**src/rtl/sb_regfile_pkg.sv**
```systemverilog
package sb_regfile_pkg;
  localparam int unsigned SB_ENTRIES_DEF = 32;
  localparam int unsigned SB_WIDTH_DEF   = 32;
endpackage

```
**src/rtl/sb_ready_track.sv**
```systemverilog
module sb_ready_track #(
  parameter int unsigned ENTRIES = 32,
  localparam int unsigned IW     = $clog2(ENTRIES)
) (
  input  logic               clk,
  input  logic               rst_n,
  input  logic               claim_en,
  input  logic [IW-1:0]      claim_idx,
  input  logic               ret_en,
  input  logic [IW-1:0]      ret_idx,
  output logic [ENTRIES-1:0] rdy_q
);
  logic [ENTRIES-1:0] rdy_d;
  logic               upd_en;

  assign upd_en = claim_en | ret_en;

  always_comb begin
    rdy_d = rdy_q;
    for (int i = 1; i < ENTRIES; i++) begin
      if (ret_en && ret_idx == IW'(i))     rdy_d[i] = 1'b1;
      if (claim_en && claim_idx == IW'(i)) rdy_d[i] = 1'b0;
    end
    rdy_d[0] = 1'b1;
  end

  always_ff @(posedge clk or negedge rst_n) begin
    if (!rst_n)      rdy_q <= '1;
    else if (upd_en) rdy_q <= rdy_d;
  end

  // a claim of a non-zero entry leaves it pending
  p_claim_clears_r2: assert property (@(posedge clk) disable iff (!rst_n)
    (claim_en && claim_idx != '0) |=> !rdy_q[$past(claim_idx)]);

  // a retire without a competing claim leaves the entry ready
  p_retire_sets_r3: assert property (@(posedge clk) disable iff (!rst_n)
    (ret_en && !(claim_en && claim_idx == ret_idx)) |=> rdy_q[$past(ret_idx)]);

  // the claim wins over a simultaneous retire of the same entry
  p_claim_wins_r6: assert property (@(posedge clk) disable iff (!rst_n)
    (claim_en && ret_en && claim_idx == ret_idx && ret_idx != '0)
      |=> !rdy_q[$past(ret_idx)]);

  // entry 0 is never pending
  p_zero_ready_r4: assert property (@(posedge clk) disable iff (!rst_n) rdy_q[0]);
endmodule

```
**src/rtl/sb_data_bank.sv**
```systemverilog
module sb_data_bank #(
  parameter int unsigned ENTRIES = 32,
  parameter int unsigned WIDTH   = 32,
  localparam int unsigned IW     = $clog2(ENTRIES)
) (
  input  logic             clk,
  input  logic             rst_n,
  input  logic             ret_en,
  input  logic [IW-1:0]    ret_idx,
  input  logic [WIDTH-1:0] ret_data,
  input  logic [IW-1:0]    rda_idx,
  output logic [WIDTH-1:0] rda_data,
  input  logic [IW-1:0]    rdb_idx,
  output logic [WIDTH-1:0] rdb_data
);
  logic [WIDTH-1:0] entry_q [ENTRIES];

  for (genvar g = 0; g < ENTRIES; g++) begin : g_entry
    if (g == 0) begin : g_zero
      assign entry_q[g] = '0;
    end else begin : g_reg
      logic             wr_en;
      logic [WIDTH-1:0] val_q;
      assign wr_en = ret_en && (ret_idx == IW'(g));
      always_ff @(posedge clk or negedge rst_n) begin
        if (!rst_n)     val_q <= '0;
        else if (wr_en) val_q <= ret_data;
      end
      assign entry_q[g] = val_q;
    end
  end

  assign rda_data = entry_q[rda_idx];
  assign rdb_data = entry_q[rdb_idx];

  // a retired value is held in the entry on the next cycle
  p_store_r3: assert property (@(posedge clk) disable iff (!rst_n)
    (ret_en && ret_idx != '0) |=> entry_q[$past(ret_idx)] == $past(ret_data));
endmodule

```
**src/rtl/sb_issue_check.sv**
```systemverilog
module sb_issue_check #(
  parameter int unsigned ENTRIES = 32,
  localparam int unsigned IW     = $clog2(ENTRIES)
) (
  input  logic               clk,
  input  logic               rst_n,
  input  logic [ENTRIES-1:0] rdy_q,
  input  logic               src0_en,
  input  logic [IW-1:0]      src0_idx,
  input  logic               src1_en,
  input  logic [IW-1:0]      src1_idx,
  output logic               issue_ok
);
  logic src0_ok, src1_ok;

  assign src0_ok  = !src0_en || rdy_q[src0_idx];
  assign src1_ok  = !src1_en || rdy_q[src1_idx];
  assign issue_ok = src0_ok && src1_ok;

  // with no source in use, decode is never stalled
  p_no_src_go_r5: assert property (@(posedge clk) disable iff (!rst_n)
    (!src0_en && !src1_en) |-> issue_ok);

  // sources naming entry 0 never stall
  p_zero_src_go_r4: assert property (@(posedge clk) disable iff (!rst_n)
    ((!src0_en || src0_idx == '0) && (!src1_en || src1_idx == '0)) |-> issue_ok);
endmodule

```
**src/rtl/sb_regfile.sv**
```systemverilog
module sb_regfile
  import sb_regfile_pkg::*;
#(
  parameter int unsigned ENTRIES = SB_ENTRIES_DEF,
  parameter int unsigned WIDTH   = SB_WIDTH_DEF,
  localparam int unsigned IW     = $clog2(ENTRIES)
) (
  input  logic             clk,
  input  logic             rst_n,
  input  logic [IW-1:0]    rda_idx,
  output logic [WIDTH-1:0] rda_data,
  output logic             rda_rdy,
  input  logic [IW-1:0]    rdb_idx,
  output logic [WIDTH-1:0] rdb_data,
  output logic             rdb_rdy,
  input  logic             claim_en,
  input  logic [IW-1:0]    claim_idx,
  input  logic             ret_en,
  input  logic [IW-1:0]    ret_idx,
  input  logic [WIDTH-1:0] ret_data,
  input  logic             src0_en,
  input  logic [IW-1:0]    src0_idx,
  input  logic             src1_en,
  input  logic [IW-1:0]    src1_idx,
  output logic             issue_ok,
  output logic             retire_err
);
  logic [ENTRIES-1:0] rdy_q;

  sb_ready_track #(.ENTRIES(ENTRIES)) u_track (
    .clk(clk), .rst_n(rst_n),
    .claim_en(claim_en), .claim_idx(claim_idx),
    .ret_en(ret_en), .ret_idx(ret_idx),
    .rdy_q(rdy_q)
  );

  sb_data_bank #(.ENTRIES(ENTRIES), .WIDTH(WIDTH)) u_bank (
    .clk(clk), .rst_n(rst_n),
    .ret_en(ret_en), .ret_idx(ret_idx), .ret_data(ret_data),
    .rda_idx(rda_idx), .rda_data(rda_data),
    .rdb_idx(rdb_idx), .rdb_data(rdb_data)
  );

  sb_issue_check #(.ENTRIES(ENTRIES)) u_issue (
    .clk(clk), .rst_n(rst_n), .rdy_q(rdy_q),
    .src0_en(src0_en), .src0_idx(src0_idx),
    .src1_en(src1_en), .src1_idx(src1_idx),
    .issue_ok(issue_ok)
  );

  assign rda_rdy    = rdy_q[rda_idx];
  assign rdb_rdy    = rdy_q[rdb_idx];
  assign retire_err = ret_en && (ret_idx != '0) && rdy_q[ret_idx];

  // entry 0 reads as a ready zero on port A
  p_zero_read_r4: assert property (@(posedge clk) disable iff (!rst_n)
    (rda_idx == '0) |-> (rda_rdy && rda_data == '0));

  // an error is only reported while a retire is presented
  p_err_needs_ret_r8: assert property (@(posedge clk) disable iff (!rst_n)
    retire_err |-> (ret_en && ret_idx != '0));

  // a retire alone cannot make a pending entry ready in the same cycle
  p_stale_view_r7: assert property (@(posedge clk) disable iff (!rst_n)
    (ret_en && !rda_rdy && rda_idx == ret_idx) |-> !retire_err);
endmodule

```
**config.mk**
```make
export PLATFORM = sky130hd
export DESIGN_NAME = sb_regfile
export DESIGN_NICKNAME = d
export VERILOG_FILES = /design/src/rtl/sb_regfile_pkg.sv /design/src/rtl/sb_ready_track.sv /design/src/rtl/sb_data_bank.sv /design/src/rtl/sb_issue_check.sv /design/src/rtl/sb_regfile.sv
export SDC_FILE = /design/constraint.sdc
export NUM_CORES = 2
export LEC_CHECK = 0
export ABC_CLOCK_PERIOD_IN_PS = 1750
export BUFFER_PORTS_ARGS = -buffer_cell sky130_fd_sc_hd__buf_2
export CAP_MARGIN = 20
export CORE_UTILIZATION = 50
export DETAILED_ROUTE_END_ITERATION = 8
export PLACE_DENSITY = 0.69
export SLEW_MARGIN = 15
export SYNTH_ARGS = -nofsm -noshare
export SYNTH_HDL_FRONTEND = slang
export SYNTH_HIERARCHICAL = 1
export SYNTH_SLANG_ARGS = --single-unit
```
**constraint.sdc**
```tcl
create_clock -name clk -period 1.75 [get_ports clk]
set_input_delay 0.0875 -clock clk [delete_from_list [all_inputs] [get_ports clk]]
set_output_delay 0.0875 -clock clk [all_outputs]
set_load 0.02 [all_outputs]
```
==> impl_metrics.env <==
export IMPL_status="finished with violations"
export IMPL_violations="setup timing"
export IMPL_ir_drop_mv=0.886
export IMPL_synthArstFlopShare_pct=100
export IMPL_row_count=122
export IMPL_ys_ff_latch=1023
export IMPL_setup_violations=68
export IMPL_grt_max_degree=84
export IMPL_cts_sinks=1023
export IMPL_start_kind="register"
export IMPL_synth_top_area_share_pct=44.3
export IMPL_hold_path_class="in -> reg"
export IMPL_busiest_layer="met2"
export IMPL_clk_path_buf_depth=3
export IMPL_post_route_util_pct=61.7
export IMPL_crit_path_cell_trace="mux4_2, mux4_2, mux2_4, buf_6"
export IMPL_crit_top_cell="mux4_2"
export IMPL_worst_path_largest_cell_delay_ns=0.48
export IMPL_layout_drive_gt1_share_pct=56.1
export IMPL_slew_headroom_pct=57.5
export IMPL_cap_violations=0
export IMPL_path_clk_slew_ns=0.06
export IMPL_drcViolationCount=0
export IMPL_syn_inst=3897
export IMPL_yosys_area_top_type="dfrtp_1"
export IMPL_area_growth_pct=22.0
export IMPL_netlist_area_mm2=0.0561
export IMPL_io_buffer_count=135
export IMPL_grt_use_total_pct=32.3
export IMPL_start_util_pct=50.5
export IMPL_synthSimpleGateAreaFrac_pct=2.46
export IMPL_synthAdderAreaFrac_pct=0
export IMPL_met2_usage_pct=49.8
export IMPL_wl_per_cell_um=30.8
export IMPL_synth_xor_area_share_pct=0
export IMPL_switching_share_pct=28.3
export IMPL_syn_area_per_cell_um2=14.4
export IMPL_vias=39245
export IMPL_critPathRequiredTime_ns=1.66
export IMPL_period_share_pct=148
export IMPL_crit_path_start="u_track/rdy_q[24]"
export IMPL_grt_use_met1_pct=44.4
export IMPL_period_minus_slack_ns=2.59
export IMPL_core_mm2=0.111
export IMPL_r2r_start="u_track/rdy_q[31]"
export IMPL_timing_final_ws_setup_ns=-0.838
export IMPL_htree_levels=3
export IMPL_p_seq_share_pct=43.1
export IMPL_synth_nets=3965
export IMPL_crit_path_max_fanout=4
export IMPL_worstMarginPinSlew_ns=0.637
export IMPL_p_comb_share_pct=23.9
export IMPL_grt_pass1_wl_um=272000
export IMPL_drv_slew=0
export IMPL_synth_compound_area_share_pct=6.89
export IMPL_synth_ff_type="dfrtp_1"
export IMPL_grt_overflow_total=0
export IMPL_root_buffer="clkbuf_16"
export IMPL_die_area_mm2=0.114
export IMPL_powerDensity_mw_per_mm2=1090
export IMPL_crit_arrival_ns=2.50
export IMPL_timing_fmax_mhz=386
export IMPL_vias_per_cell=6.69
export IMPL_grt_pass1_vias=40913
export IMPL_pin_count=136
export IMPL_net_switching_power_mw=21.2
export IMPL_yosys_warnings=6
export IMPL_clk_latency_ns=0.73
export IMPL_skew_ns=0
export IMPL_wl_um=181000
export IMPL_path_class="reg -> out"
export IMPL_antenna_left=0
export IMPL_dieWidth_um=337
export IMPL_dp_hpwl_um=121000
export IMPL_synthMuxAreaShare_pct=41.3
export IMPL_met3_usage_pct=7.13
export IMPL_rsz0062_at_grt="yes"
export IMPL_p_leak_nw=29.9
export IMPL_numCtsBuffers=110
export IMPL_p_int_mw=53.5
export IMPL_ys_seq_area_share_pct=45.7
export IMPL_die_height_um=337
export IMPL_fin_area_mm2=0.0685
export IMPL_placed_area_mm2=0.0630
export IMPL_place_congestion=0.890
export IMPL_fin_setup_tns_ns=-44.86
export IMPL_crit_path_end_kind="output port"
export IMPL_worstHoldStart="ret_data[24]"
export IMPL_critPathSlowestCell="mux4_2"
export IMPL_drtIter0Drc=3732
export IMPL_antenna_found_initial=4
export IMPL_nets=4344
export IMPL_netlist_top_cells_area="dfrtp_1, mux2_2, mux4_2"
export IMPL_cts_tree="done"
export IMPL_synth_top_family_by_area="multiplexers"
export IMPL_hold_viol_final=0
export IMPL_ys_types=59
export IMPL_p_clk_share_pct=33.1
export IMPL_drtPass1Iterations=5
export IMPL_synth_edf_count=0
[power by group through the flow]
stage               Sequential, mW  Combinational (mW)  Clock (mW)
floorplan                     31.0                11.9           0
global placement              32.1                16.2           0
detailed placement            32.4                16.6           0
CTS                           32.1                17.6        25.1
global route                  32.8                18.9        26.0
finish                        32.2                17.8        24.7
[worst max-delay path, delay by kind of cell, from the launching register on]
family,cells,cell delay (ns)
buffers and inverters,1,0.14
muxes,3,1.26
DFF,1,0.40
[Yosys cell counts (9+ instances only)]
cell and n:
o22ai_1 66, buf_4 34, nor2_1 27, buf_1 11, a31oi_1 18, a21oi_1 49, a22o_1 192, mux2_2 975
o31ai_1 65, buf_2 151, a211oi_1 67, clkbuf_1 218, mux2i_1 173, nor2b_1 14, and3_1 33, nand2_1 87
mux2_1 90, dfstp_2 31, and2_1 34, nand2b_1 9, dfrtp_1 992, o21ai_1 64, buf_6 14, mux4_2 416
[kinds of logic after synthesis]
kind of cell	count (synthesis)
multiplexers	1656
other	1
flip-flops	1023
buffers and inverters	434
AO/OA/AOI/OAI	533
AND/OR/NAND/NOR	250
[per-layer routing]
metal | share of wire [%] | up-vias
li1 | - | 15932
met5 | 0.0072 | -
met1 | 40 | 20913
met3 | 9.0 | 458
met2 | 46 | 1940
met4 | 4.5 | 2
[cell usage in the layout, fill, tap and decap left out, types with 21 or more instances in the layout]
cell           Yosys  final
a211oi_1          67     58
a21oi_1           49     49
a22o_1           192    192
and2_1            34     32
and3_1            33     33
buf_12             0    181
buf_2            151     63
buf_4             34    365
buf_6             14     44
clkbuf_1         218     27
clkbuf_16          0    110
clkbuf_8           1     28
clkinv_2           0     21
dfrtp_1          992    992
dfstp_2           31     31
dlygate4sd3_1      0     39
mux2_1            90     90
mux2_2           975    973
mux2i_1          173    173
mux4_2           416    417
nand2_1           87     74
o21ai_2            0     54
o22ai_1           66     66
o31ai_2            0     34
o31ai_4            0     24
[layout make-up]
class / instances / area [um^2]
fill: 8275 / 42500
multi-input combinational: 2440 / 29400
sequential: 1023 / 25600
timing repair buffer: 697 / 7640
clock buffer: 165 / 3240
tap: 1488 / 1860
clock inverter: 44 / 627
inverter: 4 / 16.3
antenna: 2 / 5.00
[sequential cells by signal (all words and copies together) (netlist names)]
register and cells:
u_bank/g_entry.g_reg.val_q 992, u_track/rdy_q 31
[per-stage QoR]
step	setup slack, ns	hold slack [ns]	instances	power [mW]
floorplan	-0.00214	-0.208	3897	42.9
global placement	-0.484	-0.0323	5598	48.3
detailed placement	-0.490	-0.0422	5598	49.0
CTS	-0.881	0.000470	5850	74.7
global route	-0.879	0.0417	5862	77.7
finish	-0.838	0.0382	5863	74.7
[final timing paths]
kind / to / slack (ns) / cells after the start
min in group asynchronous: u_bank/g_entry[13].g_reg.val_q[29] / 0.06 / 3
min reg2reg: u_bank/g_entry[13].g_reg.val_q[18] / 0.51 / 1
max in group asynchronous: u_bank/g_entry[13].g_reg.val_q[31] / 0.98 / 3
max: rdb_rdy / -0.84 / 4
min: u_bank/g_entry[9].g_reg.val_q[24] / 0.04 / 2
max reg2reg: u_track/rdy_q[31] / 0.21 / 4
[timing repair]
| item | in CTS | in global routing |
|---|---|---|
| hold buffers | 40 | 0 |
| gates resized for setup | 218 | 30 |
| endpoints found under the hold margin | 1624 | 0 |
| pin swaps | 162 | 44 |
| setup buffers | 15 | 12 |
| endpoints found under the setup margin | 68 | 70 |
(Power assumes the default switching activity.)
